**src/rtl/trace_mon_pkg.sv**
```systemverilog
package trace_mon_pkg;
    typedef enum logic [0:0] {
        ST_RUN  = 1'b0,
        ST_DROP = 1'b1
    } drop_state_e;
endpackage

```
**src/rtl/stall_gen.sv**
```systemverilog
module stall_gen #(
    parameter int FREE_W = 10,
    parameter int THR_W  = 8
) (
    input  logic              clk,
    input  logic              rst_n,
    input  logic [FREE_W-1:0] free_bytes,
    input  logic [THR_W-1:0]  stall_level,
    input  logic              stall_en,
    output logic              stall_req
);
    localparam int CMP_W = (FREE_W > THR_W) ? FREE_W : THR_W;

    logic [CMP_W-1:0] free_ext;
    logic [CMP_W-1:0] level_ext;
    logic             below_level;

    always_comb begin
        free_ext    = CMP_W'(free_bytes);
        level_ext   = CMP_W'(stall_level);
        below_level = free_ext < level_ext;
    end

    always_ff @(posedge clk or negedge rst_n) begin
        if (!rst_n) stall_req <= 1'b0;
        else        stall_req <= stall_en & below_level;
    end


    stall_assert_chk: assert property (@(posedge clk) disable iff (!rst_n)
        (stall_en && (free_ext < level_ext)) |=> stall_req);

    stall_release_chk: assert property (@(posedge clk) disable iff (!rst_n)
        (free_ext >= level_ext) |=> !stall_req);

    stall_disabled_chk: assert property (@(posedge clk) disable iff (!rst_n)
        !stall_en |=> !stall_req);
endmodule

```
**src/rtl/ovf_tracker.sv**
```systemverilog
module ovf_tracker
    import trace_mon_pkg::*;
(
    input  logic clk,
    input  logic rst_n,
    input  logic ovf_evt,
    input  logic fifo_drained,
    input  logic trace_restart,
    input  logic power_down,
    input  logic ovf_marker_ack,
    input  logic prog_mode,
    output logic pkt_accept,
    output logic ovf_untraced
);
    drop_state_e state, state_nxt;
    logic        clr_any;

    always_comb clr_any = trace_restart | power_down | ovf_marker_ack;

    // next-state decode
    always_comb begin
        state_nxt = state;
        unique case (state)
            ST_RUN:  if (ovf_evt) state_nxt = ST_DROP;
            ST_DROP: if (fifo_drained && !ovf_evt) state_nxt = ST_RUN;
            default: state_nxt = ST_RUN;
        endcase
    end

    // state register
    always_ff @(posedge clk or negedge rst_n) begin
        if (!rst_n) state <= ST_RUN;
        else        state <= state_nxt;
    end

    // outputs
    always_comb begin
        unique case (state)
            ST_RUN:  pkt_accept = 1'b1;
            ST_DROP: pkt_accept = 1'b0;
            default: pkt_accept = 1'b1;
        endcase
    end

    // sticky flag; programming mode intentionally not a clear source
    always_ff @(posedge clk or negedge rst_n) begin
        if (!rst_n)       ovf_untraced <= 1'b0;
        else if (ovf_evt) ovf_untraced <= 1'b1;
        else if (clr_any) ovf_untraced <= 1'b0;
    end


    drop_on_ovf_chk: assert property (@(posedge clk) disable iff (!rst_n)
        ovf_evt |=> !pkt_accept);

    resume_chk: assert property (@(posedge clk) disable iff (!rst_n)
        (!pkt_accept && fifo_drained && !ovf_evt) |=> pkt_accept);

    flag_set_chk: assert property (@(posedge clk) disable iff (!rst_n)
        ovf_evt |=> ovf_untraced);

    flag_clr_chk: assert property (@(posedge clk) disable iff (!rst_n)
        (!ovf_evt && clr_any) |=> !ovf_untraced);

    flag_hold_chk: assert property (@(posedge clk) disable iff (!rst_n)
        (ovf_untraced && !clr_any && (prog_mode || !prog_mode)) |=> ovf_untraced);
endmodule

```
**src/rtl/trace_stall_monitor.sv**
```systemverilog
module trace_stall_monitor #(
    parameter int FREE_W = 10,
    parameter int THR_W  = 8
) (
    input  logic              clk,
    input  logic              rst_n,
    input  logic [FREE_W-1:0] free_bytes,
    input  logic [THR_W-1:0]  stall_level,
    input  logic              stall_en,
    input  logic              ovf_evt,
    input  logic              fifo_drained,
    input  logic              trace_restart,
    input  logic              power_down,
    input  logic              ovf_marker_ack,
    input  logic              prog_mode,
    output logic              stall_req,
    output logic              pkt_accept,
    output logic              ovf_untraced
);
    stall_gen #(.FREE_W(FREE_W), .THR_W(THR_W)) u_stall (
        .clk        (clk),
        .rst_n      (rst_n),
        .free_bytes (free_bytes),
        .stall_level(stall_level),
        .stall_en   (stall_en),
        .stall_req  (stall_req)
    );

    ovf_tracker u_ovf (
        .clk           (clk),
        .rst_n         (rst_n),
        .ovf_evt       (ovf_evt),
        .fifo_drained  (fifo_drained),
        .trace_restart (trace_restart),
        .power_down    (power_down),
        .ovf_marker_ack(ovf_marker_ack),
        .prog_mode     (prog_mode),
        .pkt_accept    (pkt_accept),
        .ovf_untraced  (ovf_untraced)
    );
endmodule

```
**config.mk**
```make
export PLATFORM = sky130hd
export DESIGN_NAME = trace_stall_monitor
export DESIGN_NICKNAME = d
export VERILOG_FILES = /design/src/rtl/trace_mon_pkg.sv /design/src/rtl/stall_gen.sv /design/src/rtl/ovf_tracker.sv /design/src/rtl/trace_stall_monitor.sv
export SDC_FILE = /design/constraint.sdc
export NUM_CORES = 1
export LEC_CHECK = 0
export BUFFER_PORTS_ARGS = -buffer_cell sky130_fd_sc_hd__buf_4
export CORE_AREA = 3 3 40 42
export DETAILED_ROUTE_END_ITERATION = 16
export DIE_AREA = 0 0 43 45
export SETUP_SLACK_MARGIN = 0.1
export SLEW_MARGIN = 20
export SYNTH_ARGS = -nofsm -noshare
export SYNTH_HDL_FRONTEND = slang
export SYNTH_SLANG_ARGS = --single-unit
```
**constraint.sdc**
```tcl
create_clock -name clk -period 1.3 [get_ports clk]
set_clock_uncertainty 0.15 [all_clocks]
set_input_delay 0.195 -clock clk [delete_from_list [all_inputs] [get_ports clk]]
set_output_delay 0.195 -clock clk [all_outputs]
set_load 0.02 [all_outputs]
```
==> impl_metrics.py <==
metrics = {
    "power": {
        "total_power_uw": 391,
        "p_clk_share_pct": 41.8,
        "seq_power_share_pct": 25.7,
        "p_sw_share_pct": 24.4,
        "peakVddDrop_v": 0.000264,
        "intPower_uw": 296,
        "power_density_nw_per_um2": 707,
        "leakage_uw": 0.000317,
        "switching_power_uw": 95.3,
        "combinationalPowerShare_pct": 32.5,
    },
    "cts": {
        "clk_path_buf_depth": 2,
        "cts_setup_buffers": 0,
        "cts_resized": 0,
        "cts_sinks": 3,
        "root_buffer": "clkbuf_4",
        "numCtsBuffers": 3,
        "clkTransAtPathRegs_ns": 0.04,
        "cts_hold_buf": 2,
        "cts_tree": "yes",
        "cts_max_level": 1,
        "clock_latency_ns": 0.23,
    },
    "timing": {
        "fin_setup_tns_ns": 0,
        "worst_pin_slew_ns": 0.239,
        "setup_ws_ns": 0.173,
        "min_period_ns": 1.13,
        "post-route-period-util_pct": 86.7,
        "rsz0062_at_grt": "no",
        "finalSetupViolCount": 0,
        "hold_viol": 0,
        "finalMaxSlewViolations": 0,
        "max_freq_mhz": 887,
        "hold_ws_ns": 0.0255,
        "maxSlewHeadroom_pct": 83.9,
    },
    "critical_path": {
        "path_buf_inv": 2,
        "criticalPathCategory": "reg2out",
        "rrSetupSlack_ns": 0.26,
        "critPathLaunchType": "flip-flop",
        "r2r-end": "u_ovf.ovf_untraced$_DFFE_PN0P_",
        "end_kind": "primary output",
        "cpMaxStageDelayCell": "dfrtp_1",
        "worstReg2RegStart": "u_ovf.ovf_untraced$_DFFE_PN0P_",
        "path_delay_family": "flip-flops",
        "required_ns": 0.95,
        "path_max_fanout": 2,
        "reg2reg_depth": 2,
        "slowest_delay_ns": 0.35,
        "path_cells": "inv_1 > buf_4",
        "crit_arrival_ns": 0.78,
    },
    "die": {
        "core_um2": 1280,
        "die_w_um": 43,
        "fp.dieH_um": 45,
        "pin_count": 30,
        "start_util_pct": 21.6,
        "die_area_um2": 1940,
        "std_cell_rows": 13,
    },
    "routing": {
        "num_vias": 332,
        "routedWlPerCell_um": 8.99,
        "drt_iter0_drc": 0,
        "ant_nets": 0,
        "drc": 0,
        "wirelength_um": 728,
        "via_per_inst": 4.10,
        "dr.pass1.iters": 1,
    },
    "yosys": {
        "ys_seq_elements": 3,
        "yosysSeqAreaShare_pct": 27.0,
        "synth_cells": 32,
        "syn_area_um2": 278,
        "yosys_warnings": 0,
        "synth_nets": 66,
        "ys_types": 12,
        "synth_area_per_cell_um2": 8.68,
    },
    "global_route": {
        "grt.total_usage_pct": 9.17,
        "grt_pass1_wl_um": 1290,
        "antenna_found_initial": 0,
        "grt_pass1_vias": 349,
        "grt_overflow_total": 0,
        "grt_max_degree": 4,
    },
    "place": {
        "gp_congestion": 0.643,
        "hpwlAfterDp_um": 607,
        "pre_cts_ws_ns": -0.0107,
        "port_buffers": 28,
    },
    "worst_hold_path": {
        "hold_depth": 2,
        "hold-path-endpoint": "u_ovf.ovf_untraced$_DFFE_PN0P_",
        "hold_class": "in2reg",
        "min_from": "ovf_evt",
    },
    "cells_and_area": {
        "fin_util_pct": 43.0,
        "diodes": 0,
        "area_growth_pct": 99.1,
        "drive_gt1_share_pct": 48.5,
        "finalNetCount": 101,
        "fillCellCount": 140,
    },
    "run": {
        "maxCapViolations": 0,
    },
    "status": {
        "status": "completed",
    },
}
==> power by group through the flow <==
| stage | Clock [uW] | Combinational, uW | Sequential (uW) |
|---|---|---|---|
| after floorplan | 0 | 43.6 | 106 |
| after global placement | 0 | 121 | 102 |
| after detailed placement | 0 | 123 | 102 |
| after CTS | 171 | 129 | 101 |
| after global routing | 176 | 145 | 101 |
| final | 163 | 127 | 101 |
==> worst max path at each step <==
stage / slack [ns] / cells after the start / from / end
2_1_floorplan: 0.18 / 2 / u_ovf.ovf_untraced$_DFFE_PN0P_ / u_ovf.ovf_untraced$_DFFE_PN0P_
3_3_place_gp: -0.009 / 5 / free_bytes[1] / u_stall.stall_req$_DFF_PN0_
3_5_place_dp: -0.01 / 5 / free_bytes[3] / u_stall.stall_req$_DFF_PN0_
4_1_cts: 0.16 / 2 / u_ovf.state$_DFF_PN0_ / pkt_accept
5_1_grt: 0.13 / 2 / u_ovf.state$_DFF_PN0_ / pkt_accept
6_report: 0.17 / 2 / u_ovf.state$_DFF_PN0_ / pkt_accept
==> synth_stat cells (all sizes together) <==
master  n  area (um2)
nand2b  1        6.26
a31oi   1        6.26
nand4   1        6.26
nand2   3        11.3
dfrtp   3        75.1
or2     1        6.26
a21oi   3        15.0
o221ai  1        8.76
ha      7        87.6
inv     8        30.0
o21bai  1        7.51
nor4b   2        17.5
==> registers in the layout (all words and copies together) (netlist names) <==
signal	cells
u_stall.stall_req	1
u_ovf.ovf_untraced	1
u_ovf.state	1
==> layer usage <==
layer	part of all wire (%)	track usage (%)	vias up
met5	0	0	-
met4	0	5.42	0
met3	18	4.38	0
met2	44	14.4	23
met1	37	10.2	132
li1	-	-	177
==> layout make-up <==
type / instances / area, um2 / share of cell area, %
Inverter: 8 / 30.0 / 5.43
Multi-Input combinational cell: 21 / 173 / 31.2
Tap cell: 15 / 18.8 / 3.39
Sequential cell: 3 / 75.1 / 13.6
Clock buffer: 4 / 26.3 / 4.75
Timing Repair Buffer: 30 / 230 / 41.6
==> cells in the final DEF, fill, tap and decap left out <==
cell	synthesis	final
nand2b_1	1	1
dfrtp_1	3	3
nand4_1	1	1
nor4b_1	2	2
inv_1	8	8
a21oi_1	3	3
buf_4	0	28
dlygate4sd3_1	0	2
nand2_1	3	3
a31oi_1	1	1
or2_2	1	1
clkbuf_1	0	1
o21bai_1	1	1
o221ai_1	1	1
clkbuf_4	0	3
ha_1	7	7
==> per-stage QoR <==
step	instances	area, um2
6_report	81	553
5_1_grt	81	553
4_1_cts	81	553
3_5_place_dp	75	507
3_3_place_gp	75	507
2_1_floorplan	32	278
==> cells by family (layout without fill, tap and decap cells) <==
family / after synthesis / count (layout) / synth area share [%]
flops: 3 / 3 / 27.0
simple gates: 8 / 8 / 17.1
fa+ha+maj: 7 / 7 / 31.5
compound gates: 6 / 6 / 13.5
buf+inv: 8 / 42 / 10.8
(Power assumes the default switching activity.)
